$ cat src/rtl/pcf_pkg.sv
package pcf_pkg;

    localparam int PAGE_W = 8;
    localparam int OFS_W  = 8;
    localparam int ADDR_W = PAGE_W + OFS_W;
    localparam int BYTE_W = 8;
    localparam int SHORT_TGT_W = 12;

    localparam logic [OFS_W-1:0] OFS_LAST = '1;

    typedef logic [ADDR_W-1:0] addr_t;
    typedef logic [BYTE_W-1:0] byte_t;
    typedef logic [1:0]        len_t;

    typedef enum logic [1:0] {
        SLOT_OP = 2'd0,
        SLOT_A1 = 2'd1,
        SLOT_A2 = 2'd2
    } slot_e;

    typedef struct packed {
        addr_t pc;
        byte_t op;
        byte_t a1;
        byte_t a2;
        len_t  len;
        logic  jump;
    } instr_t;

    function automatic logic is_xfer(byte_t op, logic [3:0] nib_min);
        return op[BYTE_W-1:BYTE_W-4] >= nib_min;
    endfunction

    function automatic len_t op_length(byte_t op, logic [3:0] nib_min, logic wide);
        if (is_xfer(op, nib_min))
            return wide ? 2'd3 : 2'd2;
        case (op[1:0])
            2'b00:   return 2'd1;
            2'b11:   return 2'd3;
            default: return 2'd2;
        endcase
    endfunction

    function automatic addr_t step_addr(addr_t a);
        logic [OFS_W:0]      ofs_n;
        logic [PAGE_W-1:0]   page_n;
        ofs_n  = {1'b0, a[OFS_W-1:0]} + (OFS_W+1)'(1);
        page_n = a[ADDR_W-1:OFS_W] + PAGE_W'(ofs_n[OFS_W]);
        return {page_n, ofs_n[OFS_W-1:0]};
    endfunction

endpackage

$ cat src/rtl/pcf_pc_unit.sv
module pcf_pc_unit
    import pcf_pkg::*;
(
    input  logic  clk,
    input  logic  rst,
    input  logic  adv,
    input  logic  redirect,
    input  addr_t tgt,
    output addr_t fetch_addr
);

    logic [PAGE_W-1:0] page_q;
    logic [OFS_W-1:0]  ofs_q;
    addr_t             base;

    always_comb begin
        base       = redirect ? tgt : {page_q, ofs_q};
        fetch_addr = base;
    end

    always_ff @(posedge clk) begin
        if (rst) begin
            page_q <= '0;
            ofs_q  <= '0;
        end else if (adv) begin
            {page_q, ofs_q} <= step_addr(base);
        end
    end

endmodule

$ cat src/rtl/pcf_assembler.sv
module pcf_assembler
    import pcf_pkg::*;
#(
    parameter logic [3:0] NIB_MIN = 4'h8,
    parameter bit         WIDE    = 1'b0
) (
    input  logic   clk,
    input  logic   rst,
    input  logic   byte_vld,
    input  byte_t  byte_in,
    input  addr_t  byte_addr,
    output logic   done,
    output instr_t rec,
    output addr_t  jump_tgt
);

    slot_e slot_q;
    byte_t op_q;
    byte_t a1_q;
    addr_t pc_q;
    byte_t cur_op;
    len_t  cur_len;

    always_comb begin
        cur_op  = (slot_q == SLOT_OP) ? byte_in : op_q;
        cur_len = op_length(cur_op, NIB_MIN, WIDE);
        done    = byte_vld && ((2'(slot_q) + 2'd1) == cur_len);

        rec.pc   = (slot_q == SLOT_OP) ? byte_addr : pc_q;
        rec.op   = cur_op;
        rec.len  = cur_len;
        rec.jump = is_xfer(cur_op, NIB_MIN);
        if (cur_len == 2'd1)
            rec.a1 = '0;
        else
            rec.a1 = (slot_q == SLOT_A1) ? byte_in : a1_q;
        rec.a2 = (cur_len == 2'd3) ? byte_in : '0;
    end

    generate
        if (WIDE) begin : g_wide_tgt
            assign jump_tgt = {a1_q, byte_in};
        end else begin : g_short_tgt
            assign jump_tgt = {{(ADDR_W-SHORT_TGT_W){1'b0}}, op_q[3:0], byte_in};
        end
    endgenerate

    always_ff @(posedge clk) begin
        if (rst) begin
            slot_q <= SLOT_OP;
            op_q   <= '0;
            a1_q   <= '0;
            pc_q   <= '0;
        end else if (byte_vld) begin
            if (done) begin
                slot_q <= SLOT_OP;
            end else begin
                case (slot_q)
                    SLOT_OP: slot_q <= SLOT_A1;
                    SLOT_A1: slot_q <= SLOT_A2;
                    default: slot_q <= SLOT_OP;
                endcase
            end
            if (slot_q == SLOT_OP) begin
                op_q <= byte_in;
                pc_q <= byte_addr;
            end
            if (slot_q == SLOT_A1)
                a1_q <= byte_in;
        end
    end

endmodule

$ cat src/rtl/pcf_seq_ctrl.sv
module pcf_seq_ctrl
    import pcf_pkg::*;
(
    input  logic  clk,
    input  logic  rst,
    input  logic  done,
    input  logic  is_jump,
    input  addr_t jump_tgt,
    input  addr_t fetch_addr,
    output logic  byte_vld,
    output addr_t byte_addr,
    output logic  redirect,
    output addr_t tgt,
    output logic  adv,
    output logic  stall
);

    logic  pend_q;
    logic  stall_q;
    addr_t baddr_q;
    logic  penalty;

    always_comb begin
        penalty   = done && !is_jump && (baddr_q[OFS_W-1:0] == OFS_LAST);
        redirect  = done && is_jump;
        tgt       = jump_tgt;
        adv       = !penalty;
        byte_vld  = pend_q;
        byte_addr = baddr_q;
        stall     = stall_q;
    end

    always_ff @(posedge clk) begin
        if (rst) begin
            pend_q  <= 1'b0;
            stall_q <= 1'b0;
            baddr_q <= '0;
        end else begin
            pend_q  <= !penalty;
            stall_q <= penalty;
            if (adv)
                baddr_q <= fetch_addr;
        end
    end

endmodule

$ cat src/rtl/pcf_issue_reg.sv
module pcf_issue_reg
    import pcf_pkg::*;
(
    input  logic   clk,
    input  logic   rst,
    input  logic   done,
    input  instr_t rec,
    output logic   valid,
    output instr_t held
);

    always_ff @(posedge clk) begin
        if (rst) begin
            valid <= 1'b0;
            held  <= '0;
        end else begin
            valid <= done;
            if (done)
                held <= rec;
        end
    end

endmodule

$ cat src/rtl/paged_fetch_seq.sv
module paged_fetch_seq
    import pcf_pkg::*;
#(
    parameter logic [3:0] JUMP_NIB_MIN = 4'h8,
    parameter bit         WIDE_JUMP    = 1'b0
) (
    input  logic              clk,
    input  logic              rst,
    output logic [ADDR_W-1:0] mem_addr,
    input  logic [BYTE_W-1:0] mem_rdata,
    output logic              instr_valid,
    output logic [ADDR_W-1:0] instr_pc,
    output logic [BYTE_W-1:0] instr_op,
    output logic [BYTE_W-1:0] instr_arg1,
    output logic [BYTE_W-1:0] instr_arg2,
    output logic [1:0]        instr_len,
    output logic              instr_jump,
    output logic              stall
);

    logic   byte_vld;
    addr_t  byte_addr;
    logic   done;
    instr_t rec;
    addr_t  jump_tgt;
    logic   redirect;
    addr_t  tgt;
    logic   adv;
    addr_t  fetch_addr;
    instr_t held;

    pcf_pc_unit u_pc (
        .clk        (clk),
        .rst        (rst),
        .adv        (adv),
        .redirect   (redirect),
        .tgt        (tgt),
        .fetch_addr (fetch_addr)
    );

    pcf_assembler #(
        .NIB_MIN (JUMP_NIB_MIN),
        .WIDE    (WIDE_JUMP)
    ) u_asm (
        .clk       (clk),
        .rst       (rst),
        .byte_vld  (byte_vld),
        .byte_in   (mem_rdata),
        .byte_addr (byte_addr),
        .done      (done),
        .rec       (rec),
        .jump_tgt  (jump_tgt)
    );

    pcf_seq_ctrl u_ctrl (
        .clk        (clk),
        .rst        (rst),
        .done       (done),
        .is_jump    (rec.jump),
        .jump_tgt   (jump_tgt),
        .fetch_addr (fetch_addr),
        .byte_vld   (byte_vld),
        .byte_addr  (byte_addr),
        .redirect   (redirect),
        .tgt        (tgt),
        .adv        (adv),
        .stall      (stall)
    );

    pcf_issue_reg u_out (
        .clk   (clk),
        .rst   (rst),
        .done  (done),
        .rec   (rec),
        .valid (instr_valid),
        .held  (held)
    );

    assign mem_addr   = fetch_addr;
    assign instr_pc   = held.pc;
    assign instr_op   = held.op;
    assign instr_arg1 = held.a1;
    assign instr_arg2 = held.a2;
    assign instr_len  = held.len;
    assign instr_jump = held.jump;

endmodule

$ cat config.mk
export PLATFORM = sky130hd
export DESIGN_NAME = paged_fetch_seq
export DESIGN_NICKNAME = d
export VERILOG_FILES = /design/src/rtl/pcf_pkg.sv /design/src/rtl/pcf_pc_unit.sv /design/src/rtl/pcf_assembler.sv /design/src/rtl/pcf_seq_ctrl.sv /design/src/rtl/pcf_issue_reg.sv /design/src/rtl/paged_fetch_seq.sv
export SDC_FILE = /design/constraint.sdc
export NUM_CORES = 1
export LEC_CHECK = 0
export ABC_AREA = 1
export BUFFER_PORTS_ARGS = -buffer_cell sky130_fd_sc_hd__buf_2
export CORE_MARGIN = 8
export CORE_UTILIZATION = 61
export CTS_CLUSTER_DIAMETER = 30
export DETAILED_ROUTE_END_ITERATION = 16
export PLACE_DENSITY = 0.83
export SYNTH_ARGS = -nofsm -noshare
export SYNTH_HDL_FRONTEND = slang
export SYNTH_SLANG_ARGS = --single-unit
$ cat constraint.sdc
create_clock -name clk -period 7.4 [get_ports clk]
set_input_delay 1.48 -clock clk [delete_from_list [all_inputs] [get_ports clk]]
set_output_delay 1.48 -clock clk [all_outputs]
set_load 0.02 [all_outputs]
==> results of run 1 <==
==> through the flow <==
stage	cells	worst slack [ns]	util (%)	total power, W
3_3_place_gp	806	2.43	67.4	0.000944
2_1_floorplan	664	2.60	-	0.000879
5_1_grt	822	2.06	70.1	0.00137
6_report	822	2.29	70.1	0.00130
3_5_place_dp	806	2.34	67.4	0.000954
4_1_cts	822	2.32	70.1	0.00131
==> worst paths after layout <==
path	startpoint	end	slack, ns	cells after the start
hold / removal	u_pc.page_q[7]	u_pc.page_q[7]	0.46	2
setup reg to reg	u_asm.slot_q[0]	u_pc.page_q[4]	3.00	26
hold reg to reg	u_pc.page_q[7]	u_pc.page_q[7]	0.46	2
setup / recovery	mem_rdata[0]	mem_addr[0]	2.29	14
==> worst reg2reg max path, delay by kind of cell (launching register included) <==
family / cells / cell delay (ns)
AO/OA/AOI/OAI: 2 / 0.41
AND/OR/NAND/NOR: 14 / 1.75
buffers and inverters: 5 / 0.51
flip-flops: 1 / 0.43
adder cells (fa/ha/maj): 5 / 1.20
==> routing by layer <==
metal,up-vias,share of wire (%),wire length [um]
met5,-,0,0
met4,0,2.9,335
met3,31,8.1,935
met2,203,44,5110
met1,2033,45,5220
li1,2240,-,-
==> synthesized netlist by cell type <==
cell type / n
mux2i_1: 1
o21ai_2: 1
o22ai_1: 1
nor2_8: 1
buf_2: 4
nor2_2: 3
nor2_1: 57
nand3_4: 1
buf_4: 1
clkinv_1: 1
a22o_1: 4
nand4_1: 13
a21oi_1: 38
nand3_2: 2
o21ai_0: 100
o211ai_1: 4
ha_1: 8
o21ai_1: 4
buf_6: 2
buf_1: 3
nand3_1: 46
inv_2: 5
nand2_4: 3
nor2_4: 2
a2111oi_0: 2
nand2_1: 121
a31oi_1: 3
inv_1: 92
nand2_2: 4
and2_2: 1
nor3_1: 1
dfxtp_1: 111
clkbuf_1: 24
==> cells by family (layout without fill, tap and decap cells) <==
| family | count (synthesis) | after routing | share of synthesized area, % |
|---|---|---|---|
| compound gates | 157 | 157 | 17.1 |
| fa+ha+maj | 8 | 8 | 2.07 |
| mux | 1 | 1 | 0.207 |
| flops | 111 | 111 | 46.0 |
| simple gates | 255 | 255 | 23.8 |
| buf+inv | 132 | 188 | 10.8 |
==> registers in the layout (all words and copies together) (netlist names) <==
register and cells:
u_asm.op_q 8, u_out.held 42, u_pc.page_q 8, u_ctrl.byte_vld 1, u_ctrl.stall 1, u_ctrl.byte_addr 16, u_asm.a1_q 8, u_out.valid 1
u_asm.pc_q 16, u_pc.ofs_q 8, u_asm.slot_q 2
==> report_power, final <==
part | internal [W] | leakage (nW) | switching [W]
Clock | 0.000133 | 0.0975 | 0.000225
Sequential | 0.000643 | 0.906 | 0.0000216
Combinational | 0.0000795 | 1.65 | 0.000199
==> cell type report <==
cell class | instances | share of cell area [%]
multi-input combinational | 421 | 38.7
tap | 102 | 2.37
inverter | 98 | 6.83
timing repair buffer | 74 | 7.06
sequential | 111 | 41.3
clock buffer | 9 | 2.30
clock inverter | 7 | 1.44
==> metrics.cfg, run 1 <==
[status]
status = finished clean

[cells_and_area]
final_cell_mix = nand2_1, dfxtp_1, o21ai_0
area_growth_pct = 11.6
nFillCells = 673
diodes = 0
regArea_um2 = 2220
final_common_cell = nand2_1
final_area_um2 = 5390
final_nets = 733
multi_input_area_um2 = 2090
final_layout_size_suffix_gt1_share_pct = 15.7

[pwr]
vdd_drop_max_mv = 0.126
p_per_area_nw_per_um2 = 242
p_leak_nw = 2.65

[floorplan]
rows = 32
die_x_um = 105
fp.dieArea_um2 = 11000
core_area_um2 = 7690
floorplan.initialDensity_pct = 62.8
io_pins = 71
die_y_um = 105

[synthesis]
yosys.area.top_type_share_pct = 46.0
yosys.area.top_type = dfxtp_1
ys_types = 33
synth.area.top_cells = dfxtp_1, o21ai_0, nand2_1
syn_nets = 682
synth-seq-cells = 111
ys_seq_area_share_pct = 46.0
synth_area_um2 = 4830
syn_avg_cell_area_um2 = 7.27
yosysWarnings = 0
synthCells = 664

[global_routing]
grt_use_total_pct = 21.1
grtUsageMet2_pct = 32.6
grt_max_degree = 65
grt-ovfl-total = 0
grt_pass1_wl_um = 19700
grt_pass1_vias = 4345
grt_use_met1_pct = 27.7
use_met3_pct = 3.99
busiest_layer = met2
antenna_found_initial = 0

[sta]
slew_headroom_pct = 38.5
grt_setup_unrepaired = false
finalCritPeriodShare_pct = 69.0
max_freq_ghz = 0.196
skew_ns = 0.0124
setup-tns-final_ns = 0
hold-worst-slack_ns = 0.464
finalHoldViolations = 0
setup_violations = 0
min_period_ns = 5.11
finalMaxSlewViolations = 0
worst-slew-pin-transition_ns = 0.921

[cts]
clkTransAtPathRegs_ns = 0.11
clk_latency_ns = 0.39
cts_tree = yes
cts.sinks = 111
ctsResizeCount = 0
cts-root-buf = clkbuf_8
clockBufferDepth = 2
numCtsBuffers = 9
holdBufCountCts = 0
h-tree-depth = 3
post-cts-setup-buffers = 0

[placement]
gp_congestion = 0.966
io_buffers = 70
dp_hpwl_um = 8160
placed_area_um2 = 5180

[detailed_routing]
drt-total-wl_um = 11600
dr.pass1.iters = 5
drc = 0
vias = 4507
drt_iter0_markers = 301
ant_nets = 0
wire_per_inst_um = 14.1
vias_per_cell = 5.48

[worst_setup_path]
cpMaxStageDelayCell = o21ai_1
path_cells = buf_2 -> nand2_1 -> o21ai_0 -> inv_1 -> ha_1 -> inv_1 -> nand3_2 -> nand2_1 -> inv_2 -> nor2_8 -> nand3_4 -> o21ai_1 -> inv_1 -> buf_2
cpMostUsedCell = inv_1
critPathTopFamily = buffers and inverters
path_max_fanout = 19
critPathKind = primary input to primary output
cp_slowest_stage_delay_ns = 0.37
cp-start-kind = primary input
critPathRequiredTime_ns = 5.92
crit_path_end_kind = primary output
path_buf_inv = 6
crit_arrival_ns = 3.63

[flow_run]
drv_cap = 0

[worst_hold_path]
min_path_type = register to register

Note: power is estimated with default switching activity, not from simulation.
==> run 2: changes to the inputs <==
--- a/config.mk
+++ b/config.mk
@@ -8,10 +8,10 @@
 export ABC_AREA = 1
 export BUFFER_PORTS_ARGS = -buffer_cell sky130_fd_sc_hd__buf_2
 export CORE_MARGIN = 8
-export CORE_UTILIZATION = 61
+export CORE_UTILIZATION = 57
 export CTS_CLUSTER_DIAMETER = 30
 export DETAILED_ROUTE_END_ITERATION = 16
-export PLACE_DENSITY = 0.83
+export PLACE_DENSITY = 0.79
 export SYNTH_ARGS = -nofsm -noshare
 export SYNTH_HDL_FRONTEND = slang
 export SYNTH_SLANG_ARGS = --single-unit
==> constraint.sdc (replaced) <==
create_clock -name clk -period 5.1 [get_ports clk]
set_input_delay 1.02 -clock clk [delete_from_list [all_inputs] [get_ports clk]]
set_output_delay 1.02 -clock clk [all_outputs]
set_load 0.02 [all_outputs]
==> metrics.cfg, run 2 (same netlist as run 1, synthesis figures left out) <==
[cts]
post-cts-setup-buffers = 0
h-tree-depth = 3
cts_tree = yes
clk_latency_ns = 0.38
clockBufferDepth = 2
cts.sinks = 111
ctsResizeCount = 0
cts-root-buf = clkbuf_8
holdBufCountCts = 0
numCtsBuffers = 9
clkTransAtPathRegs_ns = 0.11

[global_routing]
grt_max_degree = 65
grt_use_total_pct = 20.4
antenna_found_initial = 0
grt_pass1_vias = 4011
grt_pass1_wl_um = 19500
grt-ovfl-total = 0

[flow_run]
drv_cap = 0

[sta]
finalCritPeriodShare_pct = 85.7
worst-slew-pin-transition_ns = 0.914
grt_setup_unrepaired = false
setup_slack_ns = 0.729
skew_ns = 0.0131
max_freq_ghz = 0.229
setup_violations = 0
setup-tns-final_ns = 0
min_period_ns = 4.37
finalHoldViolations = 0
finalMaxSlewViolations = 0
slew_headroom_pct = 39.0

[placement]
dp_hpwl_um = 8170
placed_area_um2 = 5190
gp_congestion = 0.875
io_buffers = 70
pre_cts_ws_ns = 0.633

[detailed_routing]
drc = 0
wire_per_inst_um = 14.1
drt_iter0_markers = 278
ant_nets = 0
dr.pass1.iters = 5
drt-total-wl_um = 11700
vias_per_cell = 5.36
vias = 4423

[worst_setup_path]
cp-start-kind = register
r2r_setup_slack_ns = 0.81
cp_slowest_stage_delay_ns = 0.41
crit_arrival_ns = 3.35
critPathKind = register to primary output
cpMaxStageDelayCell = dfxtp_1
path_cells = inv_1 -> ha_1 -> o21ai_0 -> inv_1 -> ha_1 -> inv_1 -> nand3_2 -> nand2_1 -> inv_2 -> nor2_8 -> nand3_4 -> o21ai_1 -> inv_1 -> buf_2
path_buf_inv = 6
critPathRequiredTime_ns = 4.08
crit_path_end_kind = primary output
critPathTopFamily = buffers and inverters
cpMostUsedCell = inv_1
path_max_fanout = 19

[floorplan]
fp.dieArea_um2 = 11700
die_y_um = 108
core_area_um2 = 8220
rows = 33
io_pins = 71
die_x_um = 108
floorplan.initialDensity_pct = 58.8

[cells_and_area]
final_area_um2 = 5390
largest_register = u_out.held
multi_input_area_um2 = 2090
diodes = 0
final_cell_mix = nand2_1, dfxtp_1, o21ai_0
largest_register_ffs = 42
regArea_um2 = 2220
final_common_cell = nand2_1
final_nets = 733
area_growth_pct = 11.6
nFillCells = 772
final_layout_size_suffix_gt1_share_pct = 15.7

[status]
status = finished clean

[worst_hold_path]
min_path_type = register to register

[pwr]
p_leak_nw = 2.66
p_per_area_nw_per_um2 = 351
vdd_drop_max_mv = 0.200

## run 2: where the power goes
group	leakage, nW	switching (W)	total (W)	internal, W
sequential	0.906	0.0000305	0.000963	0.000933
clock	0.101	0.000330	0.000524	0.000194
combinational	1.65	0.000289	0.000405	0.000115
total	2.66	0.000650	0.00189	0.00124
## run 2: layout make-up
class,instances,share of cell area [%]
clock buffers,9,2.30
clock inverters,7,1.42
inverters,98,6.83
multi-input cells,421,38.7
flip-flops and latches,111,41.2
well taps,105,2.44
repair buffers,74,7.06
## run 2: final timing paths
kind,cells after the start,endpoint,startpoint
worst max-delay path,14,mem_addr[0],u_asm.slot_q[0]
worst min-delay path,2,u_ctrl.byte_addr[11],u_ctrl.byte_addr[11]
worst max register to register,26,u_pc.page_q[4],u_asm.slot_q[0]
worst min register to register,2,u_ctrl.byte_addr[11],u_ctrl.byte_addr[11]
## run 2: metal layers
layer	track usage [%]	up-vias	wire length, um
met2	29.8	144	4960
met4	5.25	0	168
li1	-	2237	-
met5	0	-	0
met3	4.94	17	908
met1	29.1	2025	5630
## run 2: worst min-delay path: cells and delay by family, from the launching register on
family | cells | cell delay (ns)
simple gates | 2 | 0.10
flops | 1 | 0.33
## run 2: stage by stage
step | util, % | std cells | power, W | hold slack (ns)
after floorplan | - | 664 | 0.00128 | 0.426
after global placement | 63.1 | 809 | 0.00137 | 0.437
final | 65.6 | 825 | 0.00189 | 0.463
after detailed placement | 63.1 | 809 | 0.00139 | 0.444
after CTS | 65.6 | 825 | 0.00190 | 0.462
after global routing | 65.6 | 825 | 0.00200 | 0.486
